===== src/rtl/slot_loop_pkg.sv =====
// Package: shared loopback mode encoding for the slot loop router.
// Assumes the mode sits in the top three bits of the control word.
package slot_loop_pkg;
    localparam int MODE_W = 3;

    typedef enum logic [MODE_W-1:0] {
        LB_NONE      = 3'd0,
        LB_LINE      = 3'd1,
        LB_BOARD     = 3'd2,
        LB_SYS_SLOT  = 3'd3,
        LB_LINE_SLOT = 3'd4,
        LB_BCAST     = 3'd5,
        LB_PAYLOAD   = 3'd6,
        LB_FULL_LINE = 3'd7
    } lb_mode_e;
endpackage


===== src/rtl/slot_cfg_latch.sv =====
// Module: slot_cfg_latch
// Holds the active loopback configuration. A new control word is accepted
// only with the frame strobe and applies from that same octet onward.
// Assumes the frame strobe marks slot 0.
module slot_cfg_latch
    import slot_loop_pkg::*;
#(
    parameter int SLOT_W = 5
) (
    input  logic              clk,
    input  logic              rst_n,
    input  logic              frame_start_i,
    input  logic [SLOT_W+2:0] ctrl_i,
    input  logic              alt_sel_i,
    output lb_mode_e          mode_o,
    output logic [SLOT_W-1:0] addr_o,
    output logic              alt_o
);
    localparam int CTRL_W = SLOT_W + MODE_W;

    lb_mode_e          mode_q;
    logic [SLOT_W-1:0] addr_q;
    logic              alt_q;

    // Store the configuration seen at each frame start.
    always_ff @(posedge clk) begin
        if (!rst_n) begin
            mode_q <= LB_NONE;
            addr_q <= '0;
            alt_q  <= 1'b0;
        end else if (frame_start_i) begin
            mode_q <= lb_mode_e'(ctrl_i[CTRL_W-1 -: MODE_W]);
            addr_q <= ctrl_i[SLOT_W-1:0];
            alt_q  <= alt_sel_i;
        end
    end

    // Present the fresh word during the strobe cycle, the held one otherwise.
    always_comb begin
        if (frame_start_i) begin
            mode_o = lb_mode_e'(ctrl_i[CTRL_W-1 -: MODE_W]);
            addr_o = ctrl_i[SLOT_W-1:0];
            alt_o  = alt_sel_i;
        end else begin
            mode_o = mode_q;
            addr_o = addr_q;
            alt_o  = alt_q;
        end
    end

    // without a frame strobe the held configuration never moves.
    p_cfg_hold_r10: assert property (@(posedge clk) disable iff (!rst_n)
        !frame_start_i |=> ($stable(mode_q) && $stable(addr_q) && $stable(alt_q)));
endmodule


===== src/rtl/slot_capture.sv =====
// Module: slot_capture
// Keeps the system octet seen in the addressed slot so that slot 0 of the
// following frame can carry it. Assumes hit_i is high at most once per frame.
module slot_capture #(
    parameter int OCT_W = 8
) (
    input  logic             clk,
    input  logic             rst_n,
    input  logic             hit_i,
    input  logic [OCT_W-1:0] data_i,
    output logic [OCT_W-1:0] cap_o
);
    // Load the octet whenever the addressed slot passes.
    always_ff @(posedge clk) begin
        if (!rst_n) begin
            cap_o <= '0;
        end else if (hit_i) begin
            cap_o <= data_i;
        end
    end

    // the capture holds between addressed slots.
    p_cap_hold_r7: assert property (@(posedge clk) disable iff (!rst_n)
        !hit_i |=> $stable(cap_o));
endmodule


===== src/rtl/slot_route_mux.sv =====
// Module: slot_route_mux
// Pure combinational selection of the two outgoing octets from the active
// mode. Assumes the match flags are already qualified by slot range.
module slot_route_mux
    import slot_loop_pkg::*;
#(
    parameter int          OCT_W     = 8,
    parameter logic [7:0]  AIS_OCTET = 8'hFF
) (
    input  lb_mode_e         mode_i,
    input  logic             alt_i,
    input  logic             hit_i,
    input  logic             slot0_copy_i,
    input  logic             is_slot0_i,
    input  logic [OCT_W-1:0] line_rx_i,
    input  logic [OCT_W-1:0] sys_tx_i,
    input  logic [OCT_W-1:0] idle_i,
    input  logic [OCT_W-1:0] regen_i,
    input  logic [OCT_W-1:0] cap_i,
    output logic [OCT_W-1:0] line_tx_o,
    output logic [OCT_W-1:0] sys_rx_o
);
    // Start from pass-through and override per mode.
    always_comb begin
        line_tx_o = sys_tx_i;
        sys_rx_o  = line_rx_i;
        unique case (mode_i)
            LB_NONE: ;
            LB_LINE, LB_FULL_LINE: line_tx_o = line_rx_i;
            LB_BOARD: begin
                line_tx_o = AIS_OCTET[OCT_W-1:0];
                sys_rx_o  = sys_tx_i;
            end
            LB_SYS_SLOT: if (hit_i) begin
                sys_rx_o  = sys_tx_i;
                line_tx_o = idle_i;
            end
            LB_LINE_SLOT: if (hit_i) begin
                line_tx_o = line_rx_i;
                sys_rx_o  = idle_i;
            end
            LB_BCAST: if (slot0_copy_i) line_tx_o = cap_i;
            LB_PAYLOAD: begin
                if (!alt_i) begin
                    line_tx_o = is_slot0_i ? regen_i : line_rx_i;
                end else if (slot0_copy_i) begin
                    sys_rx_o = cap_i;
                end
            end
            default: ;
        endcase
    end
endmodule


===== src/rtl/slot_loop_router.sv =====
// Module: slot_loop_router (top)
// Routes octets among line and system streams under a loopback control word.
// Assumes one octet per clock, slot_idx_i counting from 0 at frame_start_i.
// All outputs carry one register stage of latency.
module slot_loop_router
    import slot_loop_pkg::*;
#(
    parameter int         OCT_W        = 8,
    parameter int         SLOT_W       = 5,
    parameter int         SLOTS_WIDE   = 32,
    parameter int         SLOTS_NARROW = 24,
    parameter logic [7:0] AIS_OCTET    = 8'hFF
) (
    input  logic              clk,
    input  logic              rst_n,
    input  logic              frame_start_i,
    input  logic [SLOT_W-1:0] slot_idx_i,
    input  logic              narrow_i,
    input  logic [SLOT_W+2:0] ctrl_i,
    input  logic              alt_sel_i,
    input  logic [OCT_W-1:0]  idle_code_i,
    input  logic [OCT_W-1:0]  regen_i,
    input  logic [OCT_W-1:0]  line_rx_i,
    input  logic [OCT_W-1:0]  sys_tx_i,
    output logic [OCT_W-1:0]  line_tx_o,
    output logic [OCT_W-1:0]  sys_rx_o,
    output logic [SLOT_W-1:0] slot_idx_o,
    output logic              frame_start_o
);
    localparam int LIM_W = SLOT_W + 1;
    localparam logic [LIM_W-1:0] LIM_WIDE   = LIM_W'(SLOTS_WIDE);
    localparam logic [LIM_W-1:0] LIM_NARROW = LIM_W'(SLOTS_NARROW);

    lb_mode_e          act_mode;
    logic [SLOT_W-1:0] act_addr;
    logic              act_alt;
    logic              addr_ok, hit, is_slot0, slot0_copy;
    logic [OCT_W-1:0]  cap, ltx_d, srx_d;

    slot_cfg_latch #(.SLOT_W(SLOT_W)) i_cfg (
        .clk(clk), .rst_n(rst_n), .frame_start_i(frame_start_i),
        .ctrl_i(ctrl_i), .alt_sel_i(alt_sel_i),
        .mode_o(act_mode), .addr_o(act_addr), .alt_o(act_alt)
    );

    // Qualify the address against the frame length and find the slot matches.
    always_comb begin
        addr_ok    = {1'b0, act_addr} < (narrow_i ? LIM_NARROW : LIM_WIDE);
        hit        = addr_ok && (slot_idx_i == act_addr);
        is_slot0   = (slot_idx_i == '0);
        slot0_copy = addr_ok && is_slot0;
    end

    slot_capture #(.OCT_W(OCT_W)) i_cap (
        .clk(clk), .rst_n(rst_n), .hit_i(hit), .data_i(sys_tx_i), .cap_o(cap)
    );

    slot_route_mux #(.OCT_W(OCT_W), .AIS_OCTET(AIS_OCTET)) i_mux (
        .mode_i(act_mode), .alt_i(act_alt), .hit_i(hit),
        .slot0_copy_i(slot0_copy), .is_slot0_i(is_slot0),
        .line_rx_i(line_rx_i), .sys_tx_i(sys_tx_i), .idle_i(idle_code_i),
        .regen_i(regen_i), .cap_i(cap),
        .line_tx_o(ltx_d), .sys_rx_o(srx_d)
    );

    // Register every outgoing stream once to keep slot alignment.
    always_ff @(posedge clk) begin
        if (!rst_n) begin
            line_tx_o     <= '0;
            sys_rx_o      <= '0;
            slot_idx_o    <= '0;
            frame_start_o <= 1'b0;
        end else begin
            line_tx_o     <= ltx_d;
            sys_rx_o      <= srx_d;
            slot_idx_o    <= slot_idx_i;
            frame_start_o <= frame_start_i;
        end
    end

    // pass-through with one octet of latency.
    p_pass_r2: assert property (@(posedge clk) disable iff (!rst_n)
        (act_mode == LB_NONE) |=>
            (line_tx_o == $past(sys_tx_i) && sys_rx_o == $past(line_rx_i)));
    // strobe alignment follows the data.
    p_strobe_r2: assert property (@(posedge clk) disable iff (!rst_n)
        frame_start_i |=> frame_start_o);
    // full line loopback.
    p_line_loop_r3: assert property (@(posedge clk) disable iff (!rst_n)
        (act_mode == LB_LINE || act_mode == LB_FULL_LINE) |=>
            (line_tx_o == $past(line_rx_i)));
    // board loopback sends AIS to the line.
    p_board_ais_r4: assert property (@(posedge clk) disable iff (!rst_n)
        (act_mode == LB_BOARD) |=>
            (line_tx_o == AIS_OCTET[OCT_W-1:0] && sys_rx_o == $past(sys_tx_i)));
    // out-of-range addresses never match in narrow frames.
    p_range_r11: assert property (@(posedge clk) disable iff (!rst_n)
        (narrow_i && act_addr >= SLOT_W'(SLOTS_NARROW)) |-> !hit);
endmodule


===== config.mk =====
export PLATFORM = sky130hd
export DESIGN_NAME = slot_loop_router
export DESIGN_NICKNAME = d
export VERILOG_FILES = /design/src/rtl/slot_loop_pkg.sv /design/src/rtl/slot_cfg_latch.sv /design/src/rtl/slot_capture.sv /design/src/rtl/slot_route_mux.sv /design/src/rtl/slot_loop_router.sv
export SDC_FILE = /design/constraint.sdc
export NUM_CORES = 1
export LEC_CHECK = 0
export ABC_AREA = 1
export BUFFER_PORTS_ARGS = -buffer_cell sky130_fd_sc_hd__buf_2
export CORE_MARGIN = 2
export CORE_UTILIZATION = 50
export CTS_CLUSTER_DIAMETER = 40
export DETAILED_ROUTE_END_ITERATION = 10
export GPL_TIMING_DRIVEN = 1
export MAX_ROUTING_LAYER = met4
export PLACE_DENSITY = 0.86
export REMOVE_ABC_BUFFERS = 1
export SKIP_CTS_REPAIR_TIMING = 1
export SYNTH_ARGS = -nofsm -noshare
export SYNTH_HDL_FRONTEND = slang
export SYNTH_SLANG_ARGS = --single-unit

===== constraint.sdc =====
create_clock -name clk -period 2.3 [get_ports clk]
set_input_delay 0.115 -clock clk [delete_from_list [all_inputs] [get_ports clk]]
set_output_delay 0.115 -clock clk [all_outputs]
set_load 0.03 [all_outputs]

### Word level (Yosys, flattened, before mapping)

Cells that the tools add are included.

| storage, ports and cells | value |
|---|---|
| register bits after elaboration | 39 |
| input bits | 50 |
| output and inout bits | 22 |
| logic and storage cells | 36 |

| operators by class | value |
|---|---|
| order comparisons | 1 |
| equal/unequal tests | 8 |
| multiplexer cells | 15 |
| reduce and logical (&&, ||, !) cells | 4 |

Operators by type and width:

| kind | count |
|---|---|
| 8-bit two-way mux | 9 |
| 8-bit one-hot mux with 6 select lines | 1 |
| 8-bit one-hot mux with 4 select lines | 1 |
| 3-bit == test, second input constant | 4 |
| 3-bit by 2-bit == test with 1-bit output, second input constant | 2 |
| 5-bit by 6-bit < comparator with 1-bit output | 1 |
| 6-bit two-way mux | 1 |
| 5-bit == test | 1 |
| 5-bit logical NOT | 1 |
| 5-bit two-way mux | 1 |
| 3-bit by 1-bit == test with 1-bit output, second input constant | 1 |
| 3-bit two-way mux | 1 |
| 1-bit logical AND | 2 |
| 2-bit OR reduction | 1 |
| 1-bit two-way mux | 1 |

### Longest topological paths before layout

Gate-level depths: netlist of run 1.

| depth | value |
|---|---|
| depth in word-level cells | 6 |
| mapped depth | 14 |
| gate-level depth less buffers | 13 |

### Modules after synthesis

A second synthesis of run 1 with hierarchy kept.

| unflattened totals | value |
|---|---|
| cell total of the unflattened synthesis | 566 |
| area, all modules | 3,078.0 um2 |

Modules (own cells, without submodules):

| module | instances | cells each | area an instance (um2) | sequential area each (um2) |
|---|---|---|---|---|
| slot_route_mux | 1 | 341 | 1,532.7 | 0.0 |
| slot_loop_router | 1 | 99 | 748.2 | 440.4 |
| slot_cfg_latch | 1 | 75 | 440.4 | 180.2 |
| slot_capture | 1 | 51 | 356.6 | 160.2 |

### Worst setup path before layout of run 1

No wires, ideal clock.

| timing path | value |
|---|---|
| kind | reg-to-reg |
| start | register i_cfg.addr_q[4] |
| end | register line_tx_o[1] |
| setup time | 109 ps |
| arrival time | 1,273 ps |
| required time | 2,191 ps |
| path slack | 918 ps |
| stages on the path, launching flop included | 13 |
| buffers on the path | 1 |
| clock period less this slack | 1,382 ps |
| cell sequence | dfxtp_1 > nand2_1 > nand2_1 > nand2_1 > nand2_1 > nand2_1 > nor2_8 > buf_4 > nand3_1 > nand3_1 > nand3_1 > nand2_1 > inv_1 |

| on the way | value |
|---|---|
| longest elaborated chain between the ends | 5 |
| elaborated cells between the ends (all ways) | 9 |
| those cells by class | order compare (1); eq/ne (1); mux (5); reduce/logical (2) |

Ends and longest elaborated chain:

| what | RTL line | source |
|---|---|---|
| start: declaration | slot_cfg_latch.sv:22 | `logic [SLOT_W-1:0] addr_q;` |
| start signal: assignment | slot_cfg_latch.sv:33 | `addr_q <= ctrl_i[SLOT_W-1:0];` |
| 5-bit two-way mux (*) | slot_cfg_latch.sv:40 | `if (frame_start_i) begin` |
| 5-bit by 6-bit < comparator with 1-bit output or 5-bit == test (tied branches) | slot_loop_router.sv:48, slot_loop_router.sv:49 |  |
| 1-bit logical AND (on tied branches) | slot_loop_router.sv:51, slot_loop_router.sv:49 |  |
| 8-bit two-way mux (on tied branches) | slot_route_mux.sv:42, slot_route_mux.sv:34, slot_route_mux.sv:38 |  |
| 8-bit one-hot mux with 6 select lines (*) | slot_route_mux.sv:27 | `unique case (mode_i)` |
| end signal: assignment | slot_loop_router.sv:74 | `line_tx_o <= ltx_d;` |
| end: declaration | slot_loop_router.sv:25 | `output logic [OCT_W-1:0] line_tx_o,` |

Mark *: on every way between the ends. The rest lies on a longest branch, timed or not.
A chain may end at the register's enable or synchronous reset.

### Worst setup path after layout of run 1

| timing path | value |
|---|---|
| start | register i_cfg.addr_q[3] |
| end | register line_tx_o[7] |

Same word-level chain as after synthesis.

==> results.md, run 1 <==
* Status: finished, final reports clean
* Setup TNS at 0 ns
* GRT overflow at 0
* Htree depth at 2
* First-pass GRT wire length at 14.41 mm
* Final Setup Violations at 0
* LEAKAGE at ~0.0019 uW
* Share of layout cells above drive strength 1 at between 20% and 30%
* Area contributors post-synth: dfxtp_1, nand2_1, nand3_1
* Worst r2r path cells at 11
* Wire length on met2 at around 4.3 mm
* DR pass1 iterations at 6
* CP max stage delay at 0.33 ns
* Mapped Cells at ~490
* Ys Warns at 0
* Core Rows at 27
* Post-synth top area share at between 20% and 30%
* Cell taking the most area after synthesis: dfxtp_1
* PortBufs at 71
* Via count at 3511
* Number of global-route vias before repair at approximately 3200
* Nets at 617
* Cell depth of the worst setup path at 11
* Place WS at ~0.33 ns
* CP Buf/Inv Count at 2
* Sw power at 678.7 uW
* Pin count of the biggest net entering global routing at 25
* GPL Wtd Cong at roughly 0.94
* Slew HR at between 50% and 60%
* Critical path capture point type: flop
* CTS Buf Count at 5
* Seq cells post-synth at 39
* Storage element area at between 700 and 800 um^2
* Comb pwr share at roughly 33%
* Area of the multi-input gates at 0.001708 mm^2
* Final wirelength at 8.946 mm
* Library cells used by synthesis at 26
* Hold Worst Slack at 0.03836 ns
* Met3 Wirelength at just under 900 um
* Avg Inst Size Synth at roughly 5.8 um^2
* CP endpoint: line_tx_o[7]$_SDFF_PN0_
* Critical Path Most Common Cell: nand2_1
* Critical Path Source Type: flop
* Mapped Area at between 0.002 and 0.003 mm^2
* Setup Crit Path Kind: reg -> reg
* Final hold vios at 0
* RSZ-0062 raised after global routing: false
* HP Class: in -> reg
* Layout fillers at between 500 and 600
* Core area at ~0.0055 mm^2
* Chip height at 79.78 um
* Pin slew with the least headroom to its limit at approximately 0.64 ns
* Worst-case clock buffer depth at 2
* Via density at about 5.5
* Ports at 72
* Internal power at between 1000 and 1500 uW
* Critical path's top delay family: simple AND/OR/NAND/NOR gates
* Maximum vdd drop at between 300 and 400 uV
* Sink Count at 39
* Design area at 0.003382 mm^2
* Worst path slowest cell: nor2_4
* Clock Latency Late Sink at about 0.30 ns
* Sequential cell fraction of total power at 41.0%
* CTS root buf: clkbuf_8
* Initial DRC Count at about 340
* WP data arrival at 1.96 ns
* HPWL after detailed placement at a little over 6 mm
* R2R Setup Slk at between 0.5 and 0.6 ns
* Critical Path Source: i_cfg.addr_q[3]$_SDFF_PN0_
* Area Overhead vs Synth at 17.78%
* Sw frac at ~38%
* Sequential-to-total area share from yosys stat at 27.19%
* Clk network pwr share at a little over a quarter
* Top routing layer in use: met4
* GR Util All Layers at 29.68%
* Fin crit period at 1.761 ns
* TritonCTS clock tree: yes
* R2R Path Start: i_cfg.addr_q[3]$_SDFF_PN0_
* Initial antenna violation count at 0
* WP data required at ~2.5 ns
* CP Max Fanout at 14
* Post-layout worst setup margin at 0.5390 ns
* FF-to-FF End: line_tx_o[7]$_SDFF_PN0_
* Pwr/cell area at about 530 mW/mm^2
* Post-DR wirelength/cell at ~14 um
* Placed Area at around 0.0033 mm^2
* Die area at between 0.006 and 0.007 mm^2
* Die Span X at 79.78 um
* Pins Over Slew Limit at 0
* Fmax at 0.5678 GHz
* Clock Skew at just under 0.005 ns
* Initial Utilization at between 50% and 60%
* # diodes at 0
* DRC viols at 0
* WL met1 at roughly 3.5 mm
* CTS clk-pin slew, worst paths at around 0.080 ns
* Final worst path period share at between 70 and 80%
* Antenna viol nets, final at 0
* Crit path cell chain: nand2_1 > nand2_1 > nand2_1 > nor2_2 > nor2_4 > buf_4 > nand3_1 > nand3_1 > nand3_1 > nand2_1 > inv_1
* Max Cap Viol at 0
power groups by stage:
stage	logic, uW	clock network (uW)	registers (uW)
3_5_place_dp	579	0	753
3_3_place_gp	567	0	751
6_report	591	472	738
4_1_cts	582	478	738
2_1_floorplan	305	0	827
5_1_grt	651	506	742
state kept, by name, indices dropped and copies added, names as in the netlist:
register / cells
sys_rx_o: 8
i_cfg.mode_q: 3
slot_idx_o: 5
i_cap.cap_o: 8
frame_start_o: 1
i_cfg.alt_q: 1
line_tx_o: 8
i_cfg.addr_q: 5
routing by layer:
layer | vias up | GRT usage (%)
met5 | - | -
met3 | 38 | 5.995
met4 | 0 | 13.90
li1 | 1712 | -
met1 | 1549 | 34.86
met2 | 212 | 48.82
cell usage after synthesis:
cell type	number
clkbuf_1	3
buf_6	3
buf_4	3
nor2_2	2
nor2_1	49
inv_1	61
nand2_1	151
nor3_4	1
a21oi_1	27
inv_2	8
clkinv_1	4
nand3_2	1
nand2_4	3
o21ai_2	1
dfxtp_1	39
a21o_1	1
a31oi_1	8
buf_2	7
nand3_1	95
o21ai_4	1
nand2_2	5
nor2_8	3
nand3b_1	1
o21ai_0	14
nor2_4	2
inv_4	1
layout by cell type, fill, tap and decap left out:
| cell | netlist | layout |
|---|---|---|
| o21ai_0 | 14 | 14 |
| nand3b_1 | 1 | 1 |
| a21o_1 | 1 | 1 |
| o21ai_4 | 1 | 1 |
| buf_2 | 7 | 71 |
| nor2_4 | 2 | 2 |
| a21oi_1 | 27 | 27 |
| nand2_2 | 5 | 5 |
| inv_4 | 1 | 1 |
| clkbuf_8 | 0 | 5 |
| nor2_1 | 49 | 49 |
| nand2_4 | 3 | 3 |
| dfxtp_1 | 39 | 39 |
| inv_2 | 8 | 8 |
| nand2_1 | 151 | 151 |
| nand3_2 | 1 | 1 |
| a31oi_1 | 8 | 8 |
| nand3_1 | 95 | 95 |
| nor2_8 | 3 | 3 |
| clkinv_2 | 0 | 1 |
| clkinv_1 | 4 | 4 |
| nor2_2 | 2 | 2 |
| o21ai_2 | 1 | 1 |
| inv_1 | 61 | 61 |
| clkbuf_1 | 3 | 1 |
| buf_4 | 3 | 11 |
| clkinvlp_4 | 0 | 1 |
| nor3_4 | 1 | 1 |
cell type report:
type                       instances  area share [%]
inverter                          74           8.287
timing repair buffer              82           12.95
sequential                        39           23.09
clock buffer                       6           2.146
clock inverter                     2          0.3700
multi-input combinational        365           50.50
tap                               72           2.664
worst min-delay path by stage:
stage,start,end,cells past startpoint
floorplan,frame_start_i,frame_start_o$_SDFF_PN0_,2
global placement,slot_idx_i[3],slot_idx_o[3]$_SDFF_PN0_,3
detailed placement,slot_idx_i[0],slot_idx_o[0]$_SDFF_PN0_,3
CTS,slot_idx_i[0],slot_idx_o[0]$_SDFF_PN0_,3
global route,slot_idx_i[3],slot_idx_o[3]$_SDFF_PN0_,3
finish,slot_idx_i[0],slot_idx_o[0]$_SDFF_PN0_,3
cells by family after synthesis:
family          after synthesis  synth area share (%)
simple gates                313                 49.46
buf+inv                      90                 13.33
compound gates               52                 10.02
flops                        39                 27.19
per-stage QoR:
step                      total power (uW)  util, %  std cells
after global placement                1318    59.51        632
after CTS                             1798    61.04        640
after floorplan                       1132        -        478
final                                 1801    61.04        640
after global routing                  1898    61.04        640
after detailed placement              1332    59.51        632
worst register-to-register path: stages (launching register included):
cell and delay, ns:
dfxtp_1 0.32, nand2_1 0.11, nand2_1 0.08, nand2_1 0.08, nor2_2 0.05, nor2_4 0.33
buf_4 0.27, nand3_1 0.14, nand3_1 0.11, nand3_1 0.07, nand2_1 0.06, inv_1 0.04
Power figures use the tool's default switching activity.
==> inputs of run 2 (changes only) <==
clock period = 1.7 ns   (was 2.3 ns; I/O delays follow)
==> results.md, run 2 (synthesized netlist as in run 1, its figures left out) <==
* First-pass GRT wire length at 14.38 mm (-0.24%)
* HP Class: in -> reg
* Commonest non-fill, non-tap cell in the layout: nand2_1
* Post-DR wirelength/cell at 13.81 um (-1.2%)
* Maximum vdd drop at 491.6 uV (+56%)
* Hold path startpoint: slot_idx_i[1]
* Via density at 5.520 (+0.62%)
* Die area at 0.006365 mm^2 (unchanged)
* CP Max Fanout at 15 (+1)
* CTS clk-pin slew, worst paths at 0.08 ns (about the same)
* Place WS at -0.06425 ns (-0.3936 ns)
* HPWL after detailed placement at 6.371 mm (+5.2%)
* Clock Latency Late Sink at 0.29 ns (about the same)
* Worst path slowest cell: dfxtp_1
* R2R Setup Slk at 0.08 ns (-0.46 ns)
* Final wirelength at 9.084 mm (+1.5%)
* Ports at 72 (unchanged)
* WP data arrival at 1.81 ns (-0.15 ns)
* # diodes at 0 (unchanged)
* CTS Buf Count at 5 (unchanged)
* Clock Skew at 0.007150 ns (+0.002215 ns)
* Regs by FF count: i_cap.cap_o: 8 flops, line_tx_o: 8 flops, sys_rx_o: 8 flops
* Status: finished, final reports clean
* Sink Count at 39 (unchanged)
* Initial Utilization at 51.83% (unchanged)
* Slew HR at 69.42% (+12 points)
* Initial antenna violation count at 0 (unchanged)
* Fmax at 0.6188 GHz (+9.0%)
* Hold Worst Slack at 0.01568 ns (-0.02268 ns)
* Final hold vios at 0 (unchanged)
* Pwr Total at 2552 uW (+42%)
* Share of layout cells above drive strength 1 at 23.55% (+3.0 points)
* FF-to-FF End: line_tx_o[6]$_SDFF_PN0_
* Crit path cell chain: nand2_1 > a21o_1 > nand2_1 > nor2_4 > buf_4 > nand3_1 > nand3_1 > nand3_1 > nand2_1 > inv_1
* Htree depth at 2 (unchanged)
* DR pass1 iterations at 8 (+2)
* DRC viols at 0 (unchanged)
* Final worst path period share at 95.06% (+18 points)
* Hold endpoint: slot_idx_o[1]$_SDFF_PN0_
* Initial DRC Count at 481 (+41%)
* Pwr/cell area at 717.8 mW/mm^2 (+35%)
* Area Overhead vs Synth at 23.83%
* WP data required at 1.90 ns (-0.60 ns)
* GPL Wtd Cong at 0.9264 (-1.2%)
* PortBufs at 71 (unchanged)
* CP max stage delay at 0.30 ns (-0.03 ns)
* Die Span X at 79.78 um (unchanged)
* LEAKAGE at 0.001989 uW (+5.1%)
* R2R Path Start: i_cfg.addr_q[2]$_SDFF_PN0_
* Worst r2r path cells at 10 (-1)
* Number of global-route vias before repair at 3244 (+0.031%)
* Critical Path Source Type: flop
* Hold Crit Depth at 3 (unchanged)
* Core area at 0.005540 mm^2 (unchanged)
* Critical path capture point type: flop
* Pins Over Slew Limit at 0 (unchanged)
* Pin slew with the least headroom to its limit at 0.4575 ns (-0.1816 ns)
* CTS root buf: clkbuf_8
* GRT overflow at 0 (unchanged)
* Max Cap Viol at 0 (unchanged)
* Nets at 635 (+2.9%)
* Setup Crit Path Kind: reg -> reg
* Post-layout worst setup margin at 0.08396 ns (-0.4550 ns)
* Final Setup Violations at 0 (unchanged)
* Pin count of the biggest net entering global routing at 25 (unchanged)
* Worst-case clock buffer depth at 2 (unchanged)
* Commonest non-fill, non-tap cells in the layout: nand2_1, nand3_1, buf_2
* TritonCTS clock tree: yes
* Chip height at 79.78 um (unchanged)
* Fin crit period at 1.616 ns (-0.1450 ns)
* Layout fillers at 524 (-0.19%)
* Core Rows at 27 (unchanged)
* Antenna viol nets, final at 0 (unchanged)
* GR Util All Layers at 29.27% (-0.41 points)
* Via count at 3632 (+3.4%)
run 2: layout make-up:
cell class	count	area (um^2)	area share, %
Timing Repair Buffer	100	580.6	16.33
Multi-Input combinational cell	365	1724	48.49
Clock buffer	8	100.1	2.815
Sequential cell	39	780.7	21.96
Tap cell	72	90.09	2.533
Inverter	74	280.3	7.882
run 2: worst max-delay path, delay by kind of cell (launching register included):
family | cells | cell delay (ns)
and+or+nand+nor | 7 | 0.79
DFF | 1 | 0.30
buffers and inverters | 2 | 0.31
AOI/OAI and AO/OA | 1 | 0.12
run 2: worst max path at each step:
stage / start / end / slack, ns / depth (start not counted)
4_1_cts: i_cfg.addr_q[3]$_SDFF_PN0_ / line_tx_o[6]$_SDFF_PN0_ / 0.03 / 11
2_1_floorplan: slot_idx_i[3] / sys_rx_o[5]$_SDFF_PN0_ / 0.20 / 11
5_1_grt: i_cfg.addr_q[4]$_SDFF_PN0_ / line_tx_o[0]$_SDFF_PN0_ / -0.02 / 12
3_5_place_dp: frame_start_i / line_tx_o[6]$_SDFF_PN0_ / -0.06 / 12
6_report: i_cfg.addr_q[2]$_SDFF_PN0_ / line_tx_o[6]$_SDFF_PN0_ / 0.08 / 10
3_3_place_gp: frame_start_i / line_tx_o[4]$_SDFF_PN0_ / 0.07 / 13
run 2: power breakdown:
group	internal [uW]	switching [uW]
clock	371	328
sequential	980	16.8
combinational	292	566
total	1640	910
run 2: layer usage:
metal	global-route usage, %	share of wire [%]
met2	47.82	48
met1	35.55	39
met5	-	0
met3	4.751	11
met4	13.39	2.5
run 2: per-stage QoR:
stage | TNS (ns) | util, % | instances | instance area, um^2
finish | 0 | 64.18 | 658 | 3556
global route | -0.04047 | 64.18 | 658 | 3556
CTS | 0 | 63.08 | 653 | 3495
detailed placement | -0.3324 | 61.27 | 645 | 3395
global placement | 0 | 61.27 | 645 | 3395
floorplan | 0 | - | 478 | 2769
==> inputs of run 3 (changes only) <==
CTS_BUF_LIST = sky130_fd_sc_hd__clkbuf_8   (was not set)
==> results.md, run 3 (synthesized netlist as in run 1, its figures left out) <==
* Post-DR wirelength/cell at 13.97 um (+1.2%)
* Die area at 0.006365 mm^2 (unchanged)
* Placed Area at 0.003395 mm^2 (unchanged)
* Pin slew with the least headroom to its limit at 0.4424 ns (-0.01505 ns)
* Max Cap Viol at 0 (unchanged)
* Core area at 0.005540 mm^2 (unchanged)
* Regs by FF count: i_cap.cap_o: 8 flops, line_tx_o: 8 flops, sys_rx_o: 8 flops
* Setup TNS at 0 ns (unchanged)
* Die Span X at 79.78 um (unchanged)
* Commonest non-fill, non-tap cell in the layout: nand2_1
* Area of the multi-input gates at 0.001724 mm^2 (unchanged)
* Status: finished, final reports clean
* Clock Latency Late Sink at 0.29 ns (about the same)
* Initial antenna violation count at 0 (unchanged)
* Final std cells w/o fill at 658 (unchanged)
* # diodes at 0 (unchanged)
* PortBufs at 71 (unchanged)
* CTS clk-pin slew, worst paths at 0.08 ns (about the same)
* WP data required at 1.90 ns (about the same)
* Setup Crit Path Kind: reg -> reg
* Final hold vios at 0 (unchanged)
* Pwr Total at 2550 uW (-0.10%)
* Placed Instances at 645 (unchanged)
* Share of layout cells above drive strength 1 at 23.55% (unchanged)
* HP Class: in -> reg
* Via count at 3691 (+1.6%)
* WP data arrival at 1.84 ns (+0.03 ns)
* Antenna viol nets, final at 0 (unchanged)
* Number of global-route vias before repair at 3244 (unchanged)
* TritonCTS clock tree: yes
* Sink Count at 39 (unchanged)
* First-pass GRT wire length at 14.38 mm (unchanged)
* Nets at 635 (unchanged)
* Final wirelength at 9.192 mm (+1.2%)
* Htree depth at 2 (unchanged)
* Design area at 0.003556 mm^2 (unchanged)
* Pwr/cell area at 717.1 mW/mm^2 (-0.10%)
* Area Overhead vs Synth at 23.83% (unchanged)
* Hold Worst Slack at 0.01843 ns (+0.002747 ns)
* Via density at 5.609 (+1.6%)
* DRC viols at 0 (unchanged)
* DR pass1 iterations at 8 (unchanged)
* Worst-case clock buffer depth at 2 (unchanged)
* Initial Utilization at 51.83% (unchanged)
* Critical Path Source Type: flop
* LEAKAGE at 0.001993 uW (+0.21%)
* HPWL after detailed placement at 6.371 mm (unchanged)
* Core Rows at 27 (unchanged)
* Maximum vdd drop at 492.0 uV (about the same)
* GPL Wtd Cong at 0.9264 (unchanged)
* Ports at 72 (unchanged)
* Fmax at 0.6097 GHz (-1.5%)
* Chip height at 79.78 um (unchanged)
* CTS Buf Count at 5 (unchanged)
* GRT overflow at 0 (unchanged)
* Pins Over Slew Limit at 0 (unchanged)
* Pin count of the biggest net entering global routing at 25 (unchanged)
* Critical path capture point type: flop
* Fin crit period at 1.640 ns (+0.02410 ns)
* CTS root buf: clkbuf_8
* Commonest non-fill, non-tap cells in the layout: nand2_1, nand3_1, buf_2
* Initial DRC Count at 481 (unchanged)
* Clock Skew at 0.007137 ns (-0.00001285 ns)
* Layout fillers at 524 (unchanged)
* Storage element area at 780.7 um^2 (unchanged)
* R2R Setup Slk at 0.06 ns (-0.02 ns)
* GR Util All Layers at 29.27% (unchanged)
* Final Setup Violations at 0 (unchanged)
* Slew HR at 70.42% (+1.0 points)
* CP Max Fanout at 15 (unchanged)
* Final worst path period share at 96.48% (+1.4 points)
==> run 3: worst paths after layout <==
path / startpoint / to / cells past startpoint
min: slot_idx_i[1] / slot_idx_o[1]$_SDFF_PN0_ / 3
min reg2reg: i_cap.cap_o[3]$_SDFFE_PN0N_ / i_cap.cap_o[3]$_SDFFE_PN0N_ / 2
max: i_cfg.addr_q[2]$_SDFF_PN0_ / line_tx_o[6]$_SDFF_PN0_ / 10
max reg2reg: i_cfg.addr_q[2]$_SDFF_PN0_ / line_tx_o[6]$_SDFF_PN0_ / 10
==> run 3: where the power goes <==
group / total, uW / internal, uW / switching [uW] / leakage, uW
Clock: 692 / 365 / 327 / 0.0000557
Sequential: 997 / 980 / 17.0 / 0.000322
Combinational: 861 / 292 / 570 / 0.00162
==> run 3: per-layer routing <==
metal / GRT usage, % / up-vias / share of wire (%)
met2: 47.82 / 271 / 47
met1: 35.55 / 1625 / 38
met5: - / - / 0
li1: - / 1747 / -
met3: 4.751 / 48 / 12
met4: 13.39 / 0 / 3.0
==> run 3: layout make-up <==
cell class | count | share of cell area [%]
well taps | 72 | 2.533
inverters | 74 | 7.882
clock buffers | 7 | 2.709
flip-flops and latches | 39 | 21.96
multi-input cells | 365 | 48.49
repair buffers | 100 | 16.33
clock inverters | 1 | 0.1056
==> run 3: per-stage QoR <==
step,worst slack [ns],util [%]
2_1_floorplan,0.1975,-
3_3_place_gp,0.07030,61.27
3_5_place_dp,-0.06425,61.27
4_1_cts,0.02862,63.08
5_1_grt,-0.01703,64.18
6_report,0.05986,64.18
==> run 3: critical path, stage by stage (launching register included) <==
cell	delay, ns
dfxtp_1	0.30
nand2_1	0.11
a21o_1	0.12
nand2_1	0.09
nor2_4	0.25
buf_4	0.27
nand3_1	0.14
nand3_1	0.10
nand3_1	0.06
nand2_1	0.06
inv_1	0.04
